==> src/rtl/nib_alu_pkg.sv <==
// Package for the nibble ALU: operation codes and flag bit positions.
package nib_alu_pkg;

    typedef enum logic [3:0] {
        OP_ADD = 4'd0,
        OP_ADC = 4'd1,
        OP_SUB = 4'd2,
        OP_SBC = 4'd3,
        OP_AND = 4'd4,
        OP_OR  = 4'd5,
        OP_XOR = 4'd6,
        OP_CP  = 4'd7,
        OP_FAN = 4'd8,
        OP_RRC = 4'd9,
        OP_RLC = 4'd10,
        OP_NOT = 4'd11
    } alu_op_e;

    localparam int FLG_C  = 0;
    localparam int FLG_Z  = 1;
    localparam int FLG_D  = 2;
    localparam int FLG_IE = 3;
    localparam int FLG_W  = 4;

    // True for the four add/subtract codes.
    function automatic logic is_addsub(input logic [3:0] op);
        return op <= OP_SBC;
    endfunction

    // True for codes that are defined at all.
    function automatic logic is_defined(input logic [3:0] op);
        return op <= OP_NOT;
    endfunction

endpackage

==> src/rtl/nib_addsub.sv <==
// Adder/subtractor with optional carry-in and decimal adjust.
// Assumes W = 4 when dec_en is used: the adjust works on a single BCD digit.
module nib_addsub #(
    parameter int W = 4
) (
    input  logic [W-1:0] a,
    input  logic [W-1:0] b,
    input  logic         cin,
    input  logic         use_cin,
    input  logic         sub,
    input  logic         dec_en,
    output logic [W-1:0] sum,
    output logic         cout
);
    localparam logic [W:0]   DEC_MAX = (W+1)'(9);
    localparam logic [W-1:0] DEC_ADJ = W'(6);

    logic [W:0] raw;
    logic [W:0] ct;

    // Form the raw wide sum or difference.
    always_comb begin
        ct  = {{W{1'b0}}, (use_cin & cin)};
        raw = sub ? ({1'b0, a} - {1'b0, b} - ct)
                  : ({1'b0, a} + {1'b0, b} + ct);
    end

    // Apply the decimal adjust and derive carry/borrow.
    always_comb begin
        sum  = raw[W-1:0];
        cout = raw[W];
        if (dec_en) begin
            if (!sub) begin
                if (raw > DEC_MAX) begin
                    sum  = raw[W-1:0] + DEC_ADJ;
                    cout = 1'b1;
                end else begin
                    cout = 1'b0;
                end
            end else if (raw[W]) begin
                sum  = raw[W-1:0] - DEC_ADJ;
                cout = 1'b1;
            end
        end
    end
endmodule

==> src/rtl/nib_logic.sv <==
// Bitwise, bit-test, rotate and invert unit.
// Assumes op holds one of the logic-side codes; other codes give a, with the carry kept.
module nib_logic #(
    parameter int W = 4
) (
    input  logic [3:0]   op,
    input  logic [W-1:0] a,
    input  logic [W-1:0] b,
    input  logic         cin,
    output logic [W-1:0] res,
    output logic         cout
);
    import nib_alu_pkg::*;

    // Select the logic result and the carry produced by rotates.
    always_comb begin
        res  = a;
        cout = cin;
        case (op)
            OP_AND, OP_FAN: res = a & b;
            OP_OR:          res = a | b;
            OP_XOR:         res = a ^ b;
            OP_NOT:         res = ~a;
            OP_RRC: begin
                res  = {cin, a[W-1:1]};
                cout = a[0];
            end
            OP_RLC: begin
                res  = {a[W-2:0], cin};
                cout = a[W-1];
            end
            default: ;
        endcase
    end
endmodule

==> src/rtl/nib_flags.sv <==
// Flag register {IE, D, Z, C}. A full load has priority over an update from an operation.
module nib_flags #(
    parameter int FW = 4
) (
    input  logic          clk,
    input  logic          rst_n,
    input  logic          load,
    input  logic [FW-1:0] load_val,
    input  logic          upd,
    input  logic          z_in,
    input  logic          c_in,
    output logic [FW-1:0] q
);
    import nib_alu_pkg::*;

    // Hold, load or update the flags.
    always_ff @(posedge clk) begin
        if (!rst_n) begin
            q <= '0;
        end else if (load) begin
            q <= load_val;
        end else if (upd) begin
            q[FLG_Z] <= z_in;
            q[FLG_C] <= c_in;
        end
    end
endmodule

==> src/rtl/nib_alu.sv <==
// Nibble ALU top: decodes the operation, routes operands to the add/sub and
// logic units, and updates the flag register. The result path is combinational.
// Assumes the sequencer presents operands and the code in the cycle op_valid is high.
module nib_alu #(
    parameter int W  = 4,
    parameter int OW = 4
) (
    input  logic          clk,
    input  logic          rst_n,
    input  logic          op_valid,
    input  logic [OW-1:0] op_code,
    input  logic [W-1:0]  opnd_dst,
    input  logic [W-1:0]  opnd_src,
    input  logic          dst_index,
    input  logic          flag_wr,
    input  logic [3:0]    flag_wdata,
    output logic [W-1:0]  result,
    output logic          result_we,
    output logic [3:0]    flags_q
);
    import nib_alu_pkg::*;

    logic         arith_sel;
    logic         sub_sel;
    logic         cin_sel;
    logic         dec_on;
    logic [W-1:0] as_sum;
    logic         as_cout;
    logic [W-1:0] lg_res;
    logic         lg_cout;
    logic         c_next;
    logic         upd;

    // Decode which unit serves the operation and its options.
    always_comb begin
        arith_sel = is_addsub(op_code) || (op_code == OP_CP);
        sub_sel   = (op_code == OP_SUB) || (op_code == OP_SBC) || (op_code == OP_CP);
        cin_sel   = (op_code == OP_ADC) || (op_code == OP_SBC);
        dec_on    = flags_q[FLG_D] && !dst_index && is_addsub(op_code);
    end

    nib_addsub #(.W(W)) u_addsub (
        .a       (opnd_dst),
        .b       (opnd_src),
        .cin     (flags_q[FLG_C]),
        .use_cin (cin_sel),
        .sub     (sub_sel),
        .dec_en  (dec_on),
        .sum     (as_sum),
        .cout    (as_cout)
    );

    nib_logic #(.W(W)) u_logic (
        .op   (op_code),
        .a    (opnd_dst),
        .b    (opnd_src),
        .cin  (flags_q[FLG_C]),
        .res  (lg_res),
        .cout (lg_cout)
    );

    // Pick the result, next carry and write-back enable.
    always_comb begin
        result    = arith_sel ? as_sum : lg_res;
        c_next    = arith_sel ? as_cout : lg_cout;
        upd       = op_valid && is_defined(op_code);
        result_we = upd && (op_code != OP_CP) && (op_code != OP_FAN);
    end

    nib_flags #(.FW(FLG_W)) u_flags (
        .clk      (clk),
        .rst_n    (rst_n),
        .load     (flag_wr),
        .load_val (flag_wdata),
        .upd      (upd),
        .z_in     (result == '0),
        .c_in     (c_next),
        .q        (flags_q)
    );
endmodule

==> config.mk <==
export PLATFORM = sky130hd
export DESIGN_NAME = nib_alu
export DESIGN_NICKNAME = d
export VERILOG_FILES = /design/src/rtl/nib_alu_pkg.sv /design/src/rtl/nib_addsub.sv /design/src/rtl/nib_logic.sv /design/src/rtl/nib_flags.sv /design/src/rtl/nib_alu.sv
export SDC_FILE = /design/constraint.sdc
export NUM_CORES = 1
export LEC_CHECK = 0
export ABC_AREA = 1
export ABC_CLOCK_PERIOD_IN_PS = 5420
export BUFFER_PORTS_ARGS = -buffer_cell sky130_fd_sc_hd__buf_2
export CORE_ASPECT_RATIO = 2
export CORE_MARGIN = 4
export CORE_UTILIZATION = 50
export DETAILED_ROUTE_END_ITERATION = 8
export PLACE_DENSITY = 0.73
export REMOVE_ABC_BUFFERS = 1
export SLEW_MARGIN = 15
export SYNTH_ARGS = -nofsm -noshare
export SYNTH_HDL_FRONTEND = slang
export SYNTH_HIERARCHICAL = 1
export SYNTH_SLANG_ARGS = --single-unit
==> constraint.sdc <==
create_clock -name clk -period 5.42 [get_ports clk]
set_input_delay 0.542 -clock clk [delete_from_list [all_inputs] [get_ports clk]]
set_output_delay 0.542 -clock clk [all_outputs]
set_load 0.05 [all_outputs]
# Word-level counts from Yosys, hierarchy flattened
# Cells that the tools add are included.
# word_totals
mem_bits_ro	0
ram_bits	0
latch_bits	0
output_inout_bits	9
regBits	4
mem_count	0
# classes
shifts	0
n_div	0
muxes	15
n_eq_ne	13
reduce_logical	15
n_lt_le_gt_ge	3
n_bitwise	5
mul	0
add_sub_neg	6
# ops
cell	count
$pmux W4 S6	1
$mux W4	5
$eq A4 B3 Y1 const B	4
$eq A4 B4 Y1 const B	4
$eq A4 B2 Y1 const B	2
$add A4 B4 Y5	1
$add A5 B1 Y5	1
$gt A5 B4 Y1 const B	1
$logic_and A1 B1 Y1	5
$mux W1	5
$mux W5	1
$sub A4 B4 Y5	1
$sub A5 B1 Y5	1
$add A4 B3 Y4 const B	1
$and A4 B4 Y4	1
$eq A4 B1 Y1 const B	1
$le A4 B2 Y1 const B	1
$le A4 B4 Y1 const B	1
$logic_not A4 Y1	1
$logic_or A1 B1 Y1	4
$mux W2	2
$ne A4 B3 Y1 const B	1
$ne A4 B4 Y1 const B	1
$not A4 Y4	1
other kinds (10)	10

# Depth between registers and ports, before layout
# depth
depth_word	13
mapped_depth	32
depth_no_buf	31

# Modules after synthesis
# Netlist, hierarchy kept.
# by_module_without_submodules
mod	area_each_um2	cells_per_inst	instances	seq_area_each_um2
nib_addsub	708.2	114	1	0.0
nib_logic	504.2	89	1	0.0
nib_alu	239.0	45	1	0.0
nib_flags	162.7	24	1	80.1

# Worst setup path before layout
# OpenSTA, ideal clock, no wires.
# synth_timing
path_type	input port to output port
from	input port op_code[3]
to	output port result[2]
slack_ns	0.808
arrival_ns	4.070
required_ns	4.878
stages	25
cell_sequence	or2_1 -> buf_6 -> nor2_1 -> nand2_1 -> fa_1 -> inv_1 -> ha_1 -> or2_2 -> fa_1 -> nand2_1 -> o21ai_2 -> xor2_2 -> inv_1 -> ha_1 -> nand3_1 -> nand2_1 -> nand3_1 -> nand2_2 -> nand3_1 -> nand3_1 -> a21oi_2 -> inv_1 -> nand2_1 -> nand2_2 -> inv_1
# synth_between
elab_chain_cells	10
elab_cells_between_ends	31
classes_between	4 x add/sub; 2 x order compare; 11 x eq/ne; 7 x mux; 1 x bitwise; 6 x reduce/logical
# synth_lines
item	line	text
start, declared	nib_alu.sv:11	input logic [OW-1:0] op_code,
$eq A4 B1 Y1 / $eq A4 B2 Y1 (equally long branches)	nib_alu.sv:38	cin_sel = (op_code == OP_ADC) || (op_code == OP_SBC);
$logic_or A1 B1 Y1 (*)	nib_alu.sv:38	
via cin_sel	nib_alu.sv:25	logic cin_sel;
$and A1 B1 Y1 (*)	nib_addsub.sv:23	ct = {{W{1'b0}}, (use_cin & cin)};
$add A5 B1 Y5 / $sub A5 B1 Y5 (equally long branches)	nib_addsub.sv:25, nib_addsub.sv:24	
$mux W5 (*)	nib_addsub.sv:24	raw = sub ? ({1'b0, a} - {1'b0, b} - ct)
$add A4 B3 Y4 (tied with other cells)	nib_addsub.sv:35	sum = raw[W-1:0] + DEC_ADJ;
$mux W4 (on tied branches)	nib_addsub.sv:34, nib_addsub.sv:40	
$mux W4	nib_addsub.sv:33	if (!sub) begin
$mux W4 (*)	nib_addsub.sv:32	if (dec_en) begin
via as_sum[2]	nib_alu.sv:27	logic [W-1:0] as_sum;
$mux W4 (*)	nib_alu.sv:64	result = arith_sel ? as_sum : lg_res;
end, declared	nib_alu.sv:17	output logic [W-1:0] result,
# Mark *: on every way through the listed nets, which the timed path passes. The rest lies on a longest branch.

# Worst setup path after layout
# layout_timing
from	input port op_code[3]
to	output port result[1]
# The elaborated chain is that of the path after synthesis.

==> metrics.cfg <==
[critical_path]
cpMaxStageDelayCell = fa_1
cp.required_ns = 4.88
cp_slowest_stage_delay_ns = 0.55
critPathArrivalTime_ns = 4.49
crit_path_end_kind = primary output
critPathMostFrequentCell = nand2_1
critPathBufInv = 6
cp-start-kind = input pin
critPathKind = in2out
critPathMaxFanout = 8
crit_family = simple AND/OR/NAND/NOR gates

[clock_network]
numCtsBuffers = 3
cts_buffer_depth = 2
path_clk_slew_ns = 0.03
holdBufCountCts = 0
clock-root-buffer = clkbuf_8
cts_resized = 0
clk_latency_ns = 0.22
cts_tree = yes
numClockSinks = 4
cts_setup_buffers = 0
cts_max_level = 1

[synthesis]
ys_warn_count = 6
ys_types = 30
syn_avg_cell_area_sq_um = 5.93
syn-cell-area_sq_mm = 0.00161
synthDominantCellAreaShare_pct = 16.7
synth_flop_cell = dfxtp_1
synth.largest_area_cell = nand2_1
synth_area_leaders = nand2_1 (17%), ha_1 (16%), nand3_1 (13%)
syn_inst = 272
synth-edff-count = 0
ys_seq_area_share_pct = 4.96
async_flop_share_pct = 0
ys_ff_latch = 4

[pwr]
p_clk_share_pct = 21.4
combPwrFrac_pct = 67.3
seq_power_share_pct = 11.3
p_per_area_mw_per_mm2 = 163
switching_share_pct = 50.9
leakage_nw = 1.11
vdd_ir_drop_max_uv = 113
p_int_w = 0.000145
p_switching_w = 0.000150

[timing]
rsz0062_at_grt = false
finalCriticalPeriod_ns = 5.03
setup_viol = 0
finalHoldViolCount = 0
slew_headroom_pct = 70.6
setup-tns-final_ns = 0
slew_viol_final = 0
setup_slack_ns = 0.391
skew_ns = 0.00280
holdWs_ns = 0.507
worstMarginPinSlew_ns = 0.439
maxClockFrequency_ghz = 0.199
finalCritPeriodShare_pct = 92.8

[layout]
stdcell_count = 333
area_delta_synth_final_pct = 12.3
drive_gt1_share_pct = 24.2
fin_util_pct = 57.4
fin_nets = 349
regMostFlops = u_flags/q
fillers = 326
antenna-diode-count = 0
largest_register_ffs = 4
reg_top3 = u_flags/q: 4 flops

[routing]
drcViolationCount = 0
dr.pass1.iters = 4
dr_total_vias = 1763
ant_nets = 0
wire_per_inst_um = 11.9
drt_iter0_drc = 32
post_drt_via_cell_ratio = 5.29
routed_wl_um = 3950

[place]
dpl.hpwl_um = 3350
dp_worst_setup_slack_ns = 0.381
placed_cells = 330
gp_congestion = 0.871
io_buffer_count = 29

[floorplanning]
initial_utilization_pct = 51.1
core-area_sq_mm = 0.00316
die_h_um = 88.4
fp.dieArea_sq_mm = 0.00426
ios = 30
row_count = 29
die_w_um = 48.2

[global_route]
overflow = 0
grt_pass1_wl_um = 6710
antenna_found_initial = 0
grt_max_degree = 17
grt_pass1_vias = 1663
groute.usage.overall_pct = 21.0

[run]
maxCapViolCount = 0

[hold_path]
hp-class = reg2reg

[status]
status = finished, final reports clean

-- logic make-up (layout without fill, tap and decap cells) --
group | Yosys count | count (layout) | synth area share, %
AOI/OAI and AO/OA | 18 | 18 | 8.14
xor gates and xnor gates | 1 | 1 | 1.01
adders and majority gates | 24 | 24 | 20.5
buffers and inverters | 62 | 92 | 15.8
DFF | 4 | 4 | 4.96
and+or+nand+nor | 163 | 163 | 49.6
-- synthesized netlist by cell type (all sizes together), types with 2 or more instances --
library cell   n
nand2         79
inv           59
nand3         47
nor2          26
ha            20
o21ai          9
nand3b         7
dfxtp          4
fa             4
a21oi          3
buf            3
a21boi         2
o211ai         2
or2            2
-- metal layers --
metal | routed length (um) | GRT usage, % | share of wire [%] | vias to the layer above
met5 | 0 | 0 | 0 | -
met4 | 124 | 9.56 | 3.1 | 0
met1 | 1430 | 21.2 | 36 | 803
met2 | 2250 | 39.4 | 57 | 44
met3 | 146 | 1.43 | 3.7 | 12
li1 | - | - | - | 904
-- power groups by stage --
stage / clock, W / combinational, W / sequential (W)
floorplan: 0 / 0.000143 / 0.0000400
global placement: 0 / 0.000196 / 0.0000338
detailed placement: 0 / 0.000199 / 0.0000338
CTS: 0.0000650 / 0.000200 / 0.0000334
global route: 0.0000674 / 0.000226 / 0.0000336
finish: 0.0000631 / 0.000199 / 0.0000333
-- per-stage QoR --
step | area (sq um) | power [W]
2_1_floorplan | 1580 | 0.000183
4_1_cts | 1810 | 0.000298
6_report | 1810 | 0.000295
3_3_place_gp | 1770 | 0.000230
3_5_place_dp | 1770 | 0.000233
5_1_grt | 1810 | 0.000327
-- area by class of cell --
type / instances / area [sq um] / area share (%)
inverters: 59 / 221 / 12.2
flip-flops and latches: 4 / 80.1 / 4.42
multi-input cells: 206 / 1280 / 70.5
repair buffers: 30 / 153 / 8.42
clock buffers: 3 / 41.3 / 2.28
well taps: 31 / 38.8 / 2.14
-- worst reg2reg max path: cells and delay by family, from the launching register on --
family,cells,cell delay (ns)
XOR/XNOR,1,0.23
adder cells (fa/ha/maj),4,1.34
AND/OR/NAND/NOR,18,1.56
flip-flops,1,0.43
AO/OA/AOI/OAI,1,0.07
buffers and inverters,4,0.27
-- cell usage in the layout (no fill, tap or decap), types with 2 or more instances in the layout --
cell      synthesis  layout
nand2_1          72      72
inv_1            50      50
nand3_1          41      41
buf_2             0      29
ha_1             20      20
nor2_1           18      18
inv_2             9       9
nand3b_1          7       7
nand3_2           6       6
nand2_2           6       6
nor2_2            5       5
o21ai_2           4       4
o21ai_0           4       4
fa_1              4       4
dfxtp_1           4       4
clkbuf_8          0       3
nor2_4            3       3
a21oi_2           2       2
a21boi_1          2       2
-- path summary, 6_finish.rpt --
| check | startpoint | end | slack, ns | cells after the start |
|---|---|---|---|---|
| worst min-delay path | u_flags/q[3]$_SDFFE_PN0P_ | u_flags/q[3]$_SDFFE_PN0P_ | 0.51 | 2 |
| worst min register to register | u_flags/q[3]$_SDFFE_PN0P_ | u_flags/q[3]$_SDFFE_PN0P_ | 0.51 | 2 |
| worst max register to register | u_flags/q[0]$_SDFFE_PN0P_ | u_flags/q[1]$_SDFFE_PN0P_ | 1.46 | 28 |
| worst max-delay path | op_code[3] | result[1] | 0.39 | 26 |
No activity file was read; power rests on OpenSTA's default activity.
